### src/rtl/vend_pkg.sv
package vend_pkg;

  typedef enum logic [1:0] {
    ST_INIT     = 2'd0,
    ST_WAIT     = 2'd1,
    ST_ADD      = 2'd2,
    ST_DISPENSE = 2'd3
  } vend_state_e;

  // strobes from the control machine to the datapath
  typedef struct packed {
    logic clearTotal;
    logic loadSum;
  } vend_strobe_t;

endpackage

### src/rtl/vend_accum_reg.sv
module vend_accum_reg #(
  parameter int WIDTH = 8
) (
  input  logic             clk,
  input  logic             rst,
  input  logic             clearEn,
  input  logic             loadEn,
  input  logic [WIDTH-1:0] loadData,
  output logic [WIDTH-1:0] regQ
);

  always_ff @(posedge clk) begin
    if (rst || clearEn) begin
      regQ <= '0;
    end else if (loadEn) begin
      regQ <= loadData;
    end
  end

endmodule

### src/rtl/vend_datapath.sv
module vend_datapath
  import vend_pkg::*;
#(
  parameter int WIDTH = 8
) (
  input  logic             clk,
  input  logic             rst,
  input  vend_strobe_t     strobe,
  input  logic [WIDTH-1:0] coinValue,
  input  logic [WIDTH-1:0] priceIn,
  output logic [WIDTH-1:0] totalVal,
  output logic             reached
);

  logic [WIDTH-1:0] sumNext;

  // modulo 2^WIDTH adder, carry dropped on purpose
  assign sumNext = totalVal + coinValue;

  // unsigned magnitude comparison
  assign reached = (totalVal >= priceIn);

  vend_accum_reg #(.WIDTH(WIDTH)) totalReg (
    .clk      (clk),
    .rst      (rst),
    .clearEn  (strobe.clearTotal),
    .loadEn   (strobe.loadSum),
    .loadData (sumNext),
    .regQ     (totalVal)
  );

endmodule

### src/rtl/vend_ctrl_fsm.sv
module vend_ctrl_fsm
  import vend_pkg::*;
(
  input  logic         clk,
  input  logic         rst,
  input  logic         coinSeen,
  input  logic         reached,
  output vend_strobe_t strobe,
  output vend_state_e  stateQ,
  output logic         dispense
);

  vend_state_e stateD;

  always_comb begin
    stateD = stateQ;
    unique case (stateQ)
      ST_INIT:     stateD = ST_WAIT;
      ST_WAIT: begin
        if (coinSeen)     stateD = ST_ADD;
        else if (reached) stateD = ST_DISPENSE;
        else              stateD = ST_WAIT;
      end
      ST_ADD:      stateD = ST_WAIT;
      ST_DISPENSE: stateD = ST_INIT;
      default:     stateD = ST_INIT;
    endcase
  end

  always_ff @(posedge clk) begin
    if (rst) stateQ <= ST_INIT;
    else     stateQ <= stateD;
  end

  always_comb begin
    strobe.clearTotal = (stateQ == ST_INIT);
    strobe.loadSum    = (stateQ == ST_ADD);
  end

  assign dispense = (stateQ == ST_DISPENSE);

endmodule

### src/rtl/coin_vend_ctrl.sv
module coin_vend_ctrl
  import vend_pkg::*;
#(
  parameter int WIDTH = 8
) (
  input  logic             clk,
  input  logic             rst,
  input  logic             coinSeen,
  input  logic [WIDTH-1:0] coinValue,
  input  logic [WIDTH-1:0] priceIn,
  output logic             dispense
);

  vend_strobe_t     strobe;
  vend_state_e      stateQ;
  logic             reached;
  logic [WIDTH-1:0] totalVal;
  logic             inWait;
  logic             inAdd;

  vend_ctrl_fsm ctrl (
    .clk      (clk),
    .rst      (rst),
    .coinSeen (coinSeen),
    .reached  (reached),
    .strobe   (strobe),
    .stateQ   (stateQ),
    .dispense (dispense)
  );

  vend_datapath #(.WIDTH(WIDTH)) dp (
    .clk       (clk),
    .rst       (rst),
    .strobe    (strobe),
    .coinValue (coinValue),
    .priceIn   (priceIn),
    .totalVal  (totalVal),
    .reached   (reached)
  );

  // state views for the bound checker
  assign inWait = (stateQ == ST_WAIT);
  assign inAdd  = (stateQ == ST_ADD);

endmodule

### config.mk
export PLATFORM = sky130hd
export DESIGN_NAME = coin_vend_ctrl
export DESIGN_NICKNAME = d
export VERILOG_FILES = /design/src/rtl/vend_pkg.sv /design/src/rtl/vend_accum_reg.sv /design/src/rtl/vend_datapath.sv /design/src/rtl/vend_ctrl_fsm.sv /design/src/rtl/coin_vend_ctrl.sv
export SDC_FILE = /design/constraint.sdc
export NUM_CORES = 1
export LEC_CHECK = 0
export BUFFER_PORTS_ARGS = -buffer_cell sky130_fd_sc_hd__buf_2
export CAP_MARGIN = 15
export CORE_MARGIN = 5
export CORE_UTILIZATION = 52
export DETAILED_ROUTE_END_ITERATION = 8
export GPL_TIMING_DRIVEN = 0
export HOLD_SLACK_MARGIN = 0.12
export PLACE_DENSITY_LB_ADDON = 0.2
export SLEW_MARGIN = 25
export SYNTH_ARGS = -nofsm -noshare
export SYNTH_HDL_FRONTEND = slang
export SYNTH_SLANG_ARGS = --single-unit
### constraint.sdc
create_clock -name clk -period 2.28 [get_ports clk]
set_clock_uncertainty 0.15 [all_clocks]
set_input_delay 0.456 -clock clk [delete_from_list [all_inputs] [get_ports clk]]
set_output_delay 0.456 -clock clk [all_outputs]
set_load 0.02 [all_outputs]
==> results.txt, run 1 <==
Status - complete, no violations
Period utilization - 92.3%
Nets - 168
CP max FO - 3
DRC violation total after the first TritonRoute iteration - 5
Slew Viols, Final - 0
Finished Layout Cells - 148
PortBufs - 19
Flops & latches, synth - 10
Final HPWL from detailed placement - 1510 um
Clock Tree Root - clkbuf_4
LEAKAGE - 0.509 nW
Syn_area_per_cell - 8.13 sq um
Number of synthesized flops with an enable pin - 0
Final WL - 1820 um
Die width - 51.3 um
WS Path Type - flip-flop to flip-flop
Worst skew pair latency - 0.26 ns
Worst path slowest cell - fa_1
Top FF cell, synth - dfxtp_1
Via count - 823
H-tree depth - 1
CTS tree - done
Layout cells sized above 1 - 22.9%
Die ar. - 0.00263 sq mm
FFs w/ async S/R, synth - 0%
Placed cells - 145
Crit. End Element - flip-flop
Worst Max-Slew Pin Slew - 0.457 ns
Worst path arrival time - 2.07 ns
Cells after synthesis - 109
Post-route antenna net violation count - 0
Multi-input gate area - 641 sq um
Die Y - 51.3 um
Rows - 15
Postcts setup bufs - 0
WL per Instance - 12.3 um
Syn Nets - 144
RSZ-0062 raised after global routing - no
TNS Setup - 0 ns
Worst min path class - primary input to flip-flop
Pin count of the biggest net entering global routing - 11
Synth Warn # - 0
Max Fclk - 0.475 GHz
Min Hold Slack - 0.317 ns
Top Ports - 20
Worst-path clk slew - 0.06 ns
Max stage delay on crit path - 0.44 ns
Vias in the first global route - 776
Largest delay contributor family on the critical path - compound AO/OA/AOI/OAI gates
CP cell instances - ha_1 > fa_1 > a211oi_1 > o21bai_1 > a21o_1 > nand4b_1 > o221ai_1
# setup viols final - 0
DRT Pass-1 Iters - 4
Min cycle time layout - 2.10 ns
Cell area after layout - 0.00103 sq mm
Fillers - 157
Post-synthesis sequential area ratio - 22.6%
Req. time, crit path - 2.25 ns
Sequential Area - 200 sq um
Clock sink count - 10
Placement Cell Area - 0.00100 sq mm
Diode count - 0
Startpoint types - flip-flop
Max-slew headroom - 69.5%
CTS Buffer Depth - 2
Initial antenna violation count - 0
GRT Util Overall - 14.7%
Max-cap viol count - 0
RePlAce Congestion - 0.767
Global-route wire length before repair - 3030 um
Starting density of the core - 53.0%
Fin. Hold Viols - 0
Worst path bufs/invs - 0
Area Overhead vs Synth - 15.8%
Max VDD drop - 0.362 mV
Post-synthesis cell type count - 34
Netlist Area Pre-Place - 886 sq um
Vias per cell - 5.56
Num CTS Buffers - 3
Total congestion overflow - 0
Core region area - 0.00167 sq mm
DR DRC count - 0
Power per cell area - 379 mW/mm^2
-- area by class of cell --
| cell class | count | area share [%] |
|---|---|---|
| Multi-Input combinational cell | 87 | 62.4 |
| Sequential cell | 10 | 19.5 |
| Timing Repair Buffer | 19 | 9.27 |
| Inverter | 8 | 2.93 |
| Clock buffer | 3 | 2.20 |
| Tap cell | 17 | 2.07 |
| Buffer | 4 | 1.59 |
-- cells by family after synthesis --
kind of cell,count (synthesis),share of synthesized area [%]
AOI/OAI and AO/OA,35,27.1
and+or+nand+nor,32,17.1
adders and majority gates,16,23.4
buffers and inverters,12,5.08
DFF,10,22.6
xor gates and xnor gates,3,2.97
muxes,1,1.69
-- metal layers --
metal  part of all wire (%)  GRT usage, %
met1                     44          16.8
met2                     49          27.0
met5                      0             0
met3                    4.6          2.92
met4                    1.9          4.80
-- registers in the layout (all words and copies together) (netlist names) --
name and flops:
ctrl.stateQ 2, dp.totalReg.regQ 8
-- report_power, final --
part	internal (mW)	switching, mW
logic	0.0415	0.0488
registers	0.179	0.00346
clock network	0.0607	0.0550
total	0.281	0.107
-- through the flow --
| stage | util [%] | worst slack, ns | power (mW) |
|---|---|---|---|
| 6_report | 61.4 | 0.175 | 0.389 |
| 5_1_grt | 61.4 | 0.0525 | 0.412 |
| 4_1_cts | 61.3 | 0.0500 | 0.392 |
| 3_5_place_dp | 60.0 | -0.0501 | 0.277 |
| 3_3_place_gp | 60.0 | -0.0603 | 0.273 |
| 2_1_floorplan | - | 0.196 | 0.245 |
-- worst paths after layout --
check | slack (ns) | start | depth (start not counted) | end
max | 0.18 | dp.totalReg.regQ[0]$_SDFFE_PP0P_ | 7 | dp.totalReg.regQ[6]$_SDFFE_PP0P_
min | 0.32 | coinSeen | 3 | ctrl.stateQ[0]$_SDFF_PP0_
max reg2reg | 0.18 | dp.totalReg.regQ[0]$_SDFFE_PP0P_ | 7 | dp.totalReg.regQ[6]$_SDFFE_PP0P_
min reg2reg | 0.35 | dp.totalReg.regQ[4]$_SDFFE_PP0P_ | 2 | dp.totalReg.regQ[4]$_SDFFE_PP0P_
-- repair_timing --
action	in CTS	in global routing
setup endpoints to repair	0	1
hold buffers	0	0
hold endpoints to repair	0	0
resized for setup	0	2
-- worst register-to-register path, cell delays in order (launching register included) --
cell and delay [ns]:
dfxtp_1 0.32, ha_1 0.23, fa_1 0.44, a211oi_1 0.29
o21bai_1 0.13, a21o_1 0.20, nand4b_1 0.10, o221ai_1 0.11
-- synth_stat cells (2+ instances only) --
cell / instances / area (sq um)
ha_1: 15 / 188
a21oi_1: 12 / 60.1
nand2_1: 11 / 41.3
dfxtp_1: 10 / 200
nor2_1: 10 / 37.5
inv_1: 8 / 30.0
o21ai_0: 5 / 25.0
clkbuf_1: 4 / 15.0
a211oi_1: 3 / 22.5
a21o_1: 3 / 22.5
nand3_1: 2 / 10.0
nand3b_1: 2 / 15.0
o211ai_2: 2 / 25.0
xnor2_1: 2 / 17.5
-- layout by cell type (no fill, tap or decap), drive strengths merged, types with 2 or more instances in the layout --
master	Yosys	routed
buf	0	19
ha	15	15
a21oi	13	13
nand2	11	11
nor2	10	10
dfxtp	10	10
inv	8	8
clkbuf	4	7
o21ai	5	5
a21o	4	4
a211oi	4	4
o211ai	3	3
nand3	2	2
xnor2	2	2
nand3b	2	2
o21a	2	2
Note: power is estimated with default switching activity, not from simulation.
==> run 2, diff against run 1 <==
--- a/config.mk
+++ b/config.mk
@@ -13,6 +13,7 @@
 export GPL_TIMING_DRIVEN = 0
 export HOLD_SLACK_MARGIN = 0.12
 export PLACE_DENSITY_LB_ADDON = 0.2
+export SETUP_SLACK_MARGIN = 0.3
 export SLEW_MARGIN = 25
 export SYNTH_ARGS = -nofsm -noshare
 export SYNTH_HDL_FRONTEND = slang
==> results.txt, run 2 (same netlist as run 1, synthesis figures left out) <==
Global-route wire length before repair - 3170 um (+4.6%)
Total congestion overflow - 0 (unchanged)
Most frequent cells in the layout - buf_2 (19), a21oi_1 (12), ha_1 (12), nand2_1 (11), nor2_1 (10)
PortBufs - 19 (unchanged)
TNS Setup - 0 ns (unchanged)
# setup viols final - 0 (unchanged)
Top Ports - 20 (unchanged)
Status - complete, no violations
Cts hold-fix bufs - 0 (unchanged)
Num CTS Buffers - 3 (unchanged)
Starting density of the core - 53.0% (unchanged)
Max-slew headroom - 68.7% (-0.86 points)
GRT Util Overall - 16.0% (+1.3 points)
Placement Cell Area - 0.00101 sq mm (+0.75%)
CP max FO - 3 (unchanged)
Post-route antenna net violation count - 0 (unchanged)
Nets - 169 (+0.60%)
Crit path launch - dp.totalReg.regQ[0]$_SDFFE_PP0P_
Via count - 855 (+3.9%)
Worst path bufs/invs - 0 (unchanged)
Req. time, crit path - 2.33 ns (+0.08 ns)
Max reg flops - 8 (unchanged)
Period utilization - 84.7% (-7.6 points)
DRC violation total after the first TritonRoute iteration - 10 (+5)
Worst min path class - primary input to flip-flop
H-tree depth - 1 (unchanged)
RSZ-0062 raised after global routing - yes
FF-to-FF Start - dp.totalReg.regQ[0]$_SDFFE_PP0P_
Max Fclk - 0.518 GHz (+9.0%)
Max-cap viol count - 0 (unchanged)
Final HPWL from detailed placement - 1530 um (+1.3%)
Largest delay contributor family on the critical path - adder cells
Placed cells - 145 (unchanged)
Die width - 51.3 um (unchanged)
Slew Viols, Final - 0 (unchanged)
Pin count of the biggest net entering global routing - 11 (unchanged)
Layout cells sized above 1 - 31.6% (+8.7 points)
CTS tree - done
Die ar. - 0.00263 sq mm (unchanged)
Cell area after layout - 0.00110 sq mm (+7.7%)
LEAKAGE - 0.527 nW (+3.5%)
Die Y - 51.3 um (unchanged)
Diode count - 0 (unchanged)
Clock share of power - 35.9% (+6.1 points)
Final WL - 2000 um (+9.8%)
Power per cell area - 401 mW/mm^2 (+5.9%)
Clock sink count - 10 (unchanged)
Worst path arrival time - 1.98 ns (-0.09 ns)
RePlAce Congestion - 0.731 (-4.7%)
Final core utilization - 66.1% (+4.7 points)
Commonest non-fill, non-tap cell in the layout - buf_2
Final Power - 0.443 mW (+14%)
Core region area - 0.00167 sq mm (unchanged)
DRT Pass-1 Iters - 4 (unchanged)
Area Overhead vs Synth - 24.7%
Worst path slowest cell - fa_2
Startpoint types - flip-flop
Biggest regs - dp.totalReg.regQ: 8 flops, ctrl.stateQ: 2 flops
Top reg by flops - dp.totalReg.regQ
WS Path Type - flip-flop to flip-flop
Max VDD drop - 0.462 mV (+28%)
NetSw - 0.119 mW (+11%)
Worst-path clk slew - 0.06 ns (about the same)
Initial antenna violation count - 0 (unchanged)
Internal - 0.324 mW (+15%)
Max stage delay on crit path - 0.39 ns (-0.05 ns)
Fillers - 155 (-1.3%)
DR DRC count - 0 (unchanged)
Min cycle time layout - 1.93 ns (-0.173 ns)
Rows - 15 (unchanged)
CTS Buffer Depth - 2 (unchanged)
Crit. End Element - flip-flop
Sw Share - 26.8% (-0.81 points)
Comb power frac - 22.8% (-0.4 points)
WL per Instance - 13.3 um (+8.4%)
Clock Tree Root - clkbuf_4
Worst Max-Slew Pin Slew - 0.470 ns (+0.0129 ns)
Sequential Power Share - 41.3% (-5.7 points)
Fin. Hold Viols - 0 (unchanged)
Vias per cell - 5.70 (+2.5%)
HP Start - coinSeen
Worst skew pair latency - 0.27 ns (about the same)
CP cell instances - ha_4 > fa_2 > a211oi_2 > o21ai_0 > or3_1 > a21oi_1
Vias in the first global route - 786 (+1.3%)
Finished Layout Cells - 150 (+1.4%)
[run 2: changes by cell type in the layout (fill, tap and decap cells not counted), moves of 2 or more]
cell	before	now
a211oi_1	3	1
a211oi_2	1	3
buf_4	0	2
clkbuf_1	3	1
dfxtp_1	10	8
dfxtp_2	0	2
ha_1	15	12
ha_4	0	3
[run 2: layer usage]
| metal | global-route usage, % | vias to the layer above | share of wire [%] |
|---|---|---|---|
| met5 | 0 | - | 0 |
| met4 | 3.93 | 0 | 1.4 |
| met3 | 5.83 | 4 | 5.6 |
| met2 | 29.0 | 18 | 51 |
| met1 | 17.6 | 396 | 42 |
| li1 | - | 437 | - |
[run 2: per-stage QoR]
stage | setup WS [ns] | hold slack, ns
6_report | 0.348 | 0.299
5_1_grt | 0.275 | 0.307
4_1_cts | 0.326 | 0.287
3_5_place_dp | 0.0717 | 0.343
3_3_place_gp | 0.0761 | 0.331
2_1_floorplan | 0.301 | 0.302
[run 2: cell type report]
| class | instances | area (sq um) | area share (%) |
|---|---|---|---|
| tap | 17 | 21.3 | 1.93 |
| sequential | 10 | 203 | 18.3 |
| timing repair buffer | 20 | 103 | 9.29 |
| multi-input combinational | 87 | 691 | 62.5 |
| clock buffer | 4 | 36.3 | 3.28 |
| inverter | 8 | 30.0 | 2.72 |
| buffer | 4 | 21.3 | 1.93 |
[run 2: path summary, 6_finish.rpt]
kind | to | slack [ns] | cells after the start
max | dp.totalReg.regQ[4]$_SDFFE_PP0P_ | 0.35 | 6
min | ctrl.stateQ[0]$_SDFF_PP0_ | 0.30 | 3
min reg2reg | dp.totalReg.regQ[5]$_SDFFE_PP0P_ | 0.35 | 2
max reg2reg | dp.totalReg.regQ[4]$_SDFFE_PP0P_ | 0.35 | 6
[run 2: worst min-delay path: stages]
cell	delay (ns)
buf_2	0.09
o21a_1	0.10
nor2_1	0.03
[run 2: timing repair]
action,CTS,global route
setup endpoints to repair,1,4
setup buffers,0,1
gates resized for setup,3,11
pin swaps,0,4
[run 2: power groups by stage]
stage | Clock (mW) | Combinational, mW | Sequential [mW]
final | 0.159 | 0.101 | 0.183
after global placement | 0 | 0.0880 | 0.186
after detailed placement | 0 | 0.0920 | 0.187
after floorplan | 0 | 0.0606 | 0.185
after global routing | 0.177 | 0.113 | 0.184
after CTS | 0.164 | 0.0938 | 0.183
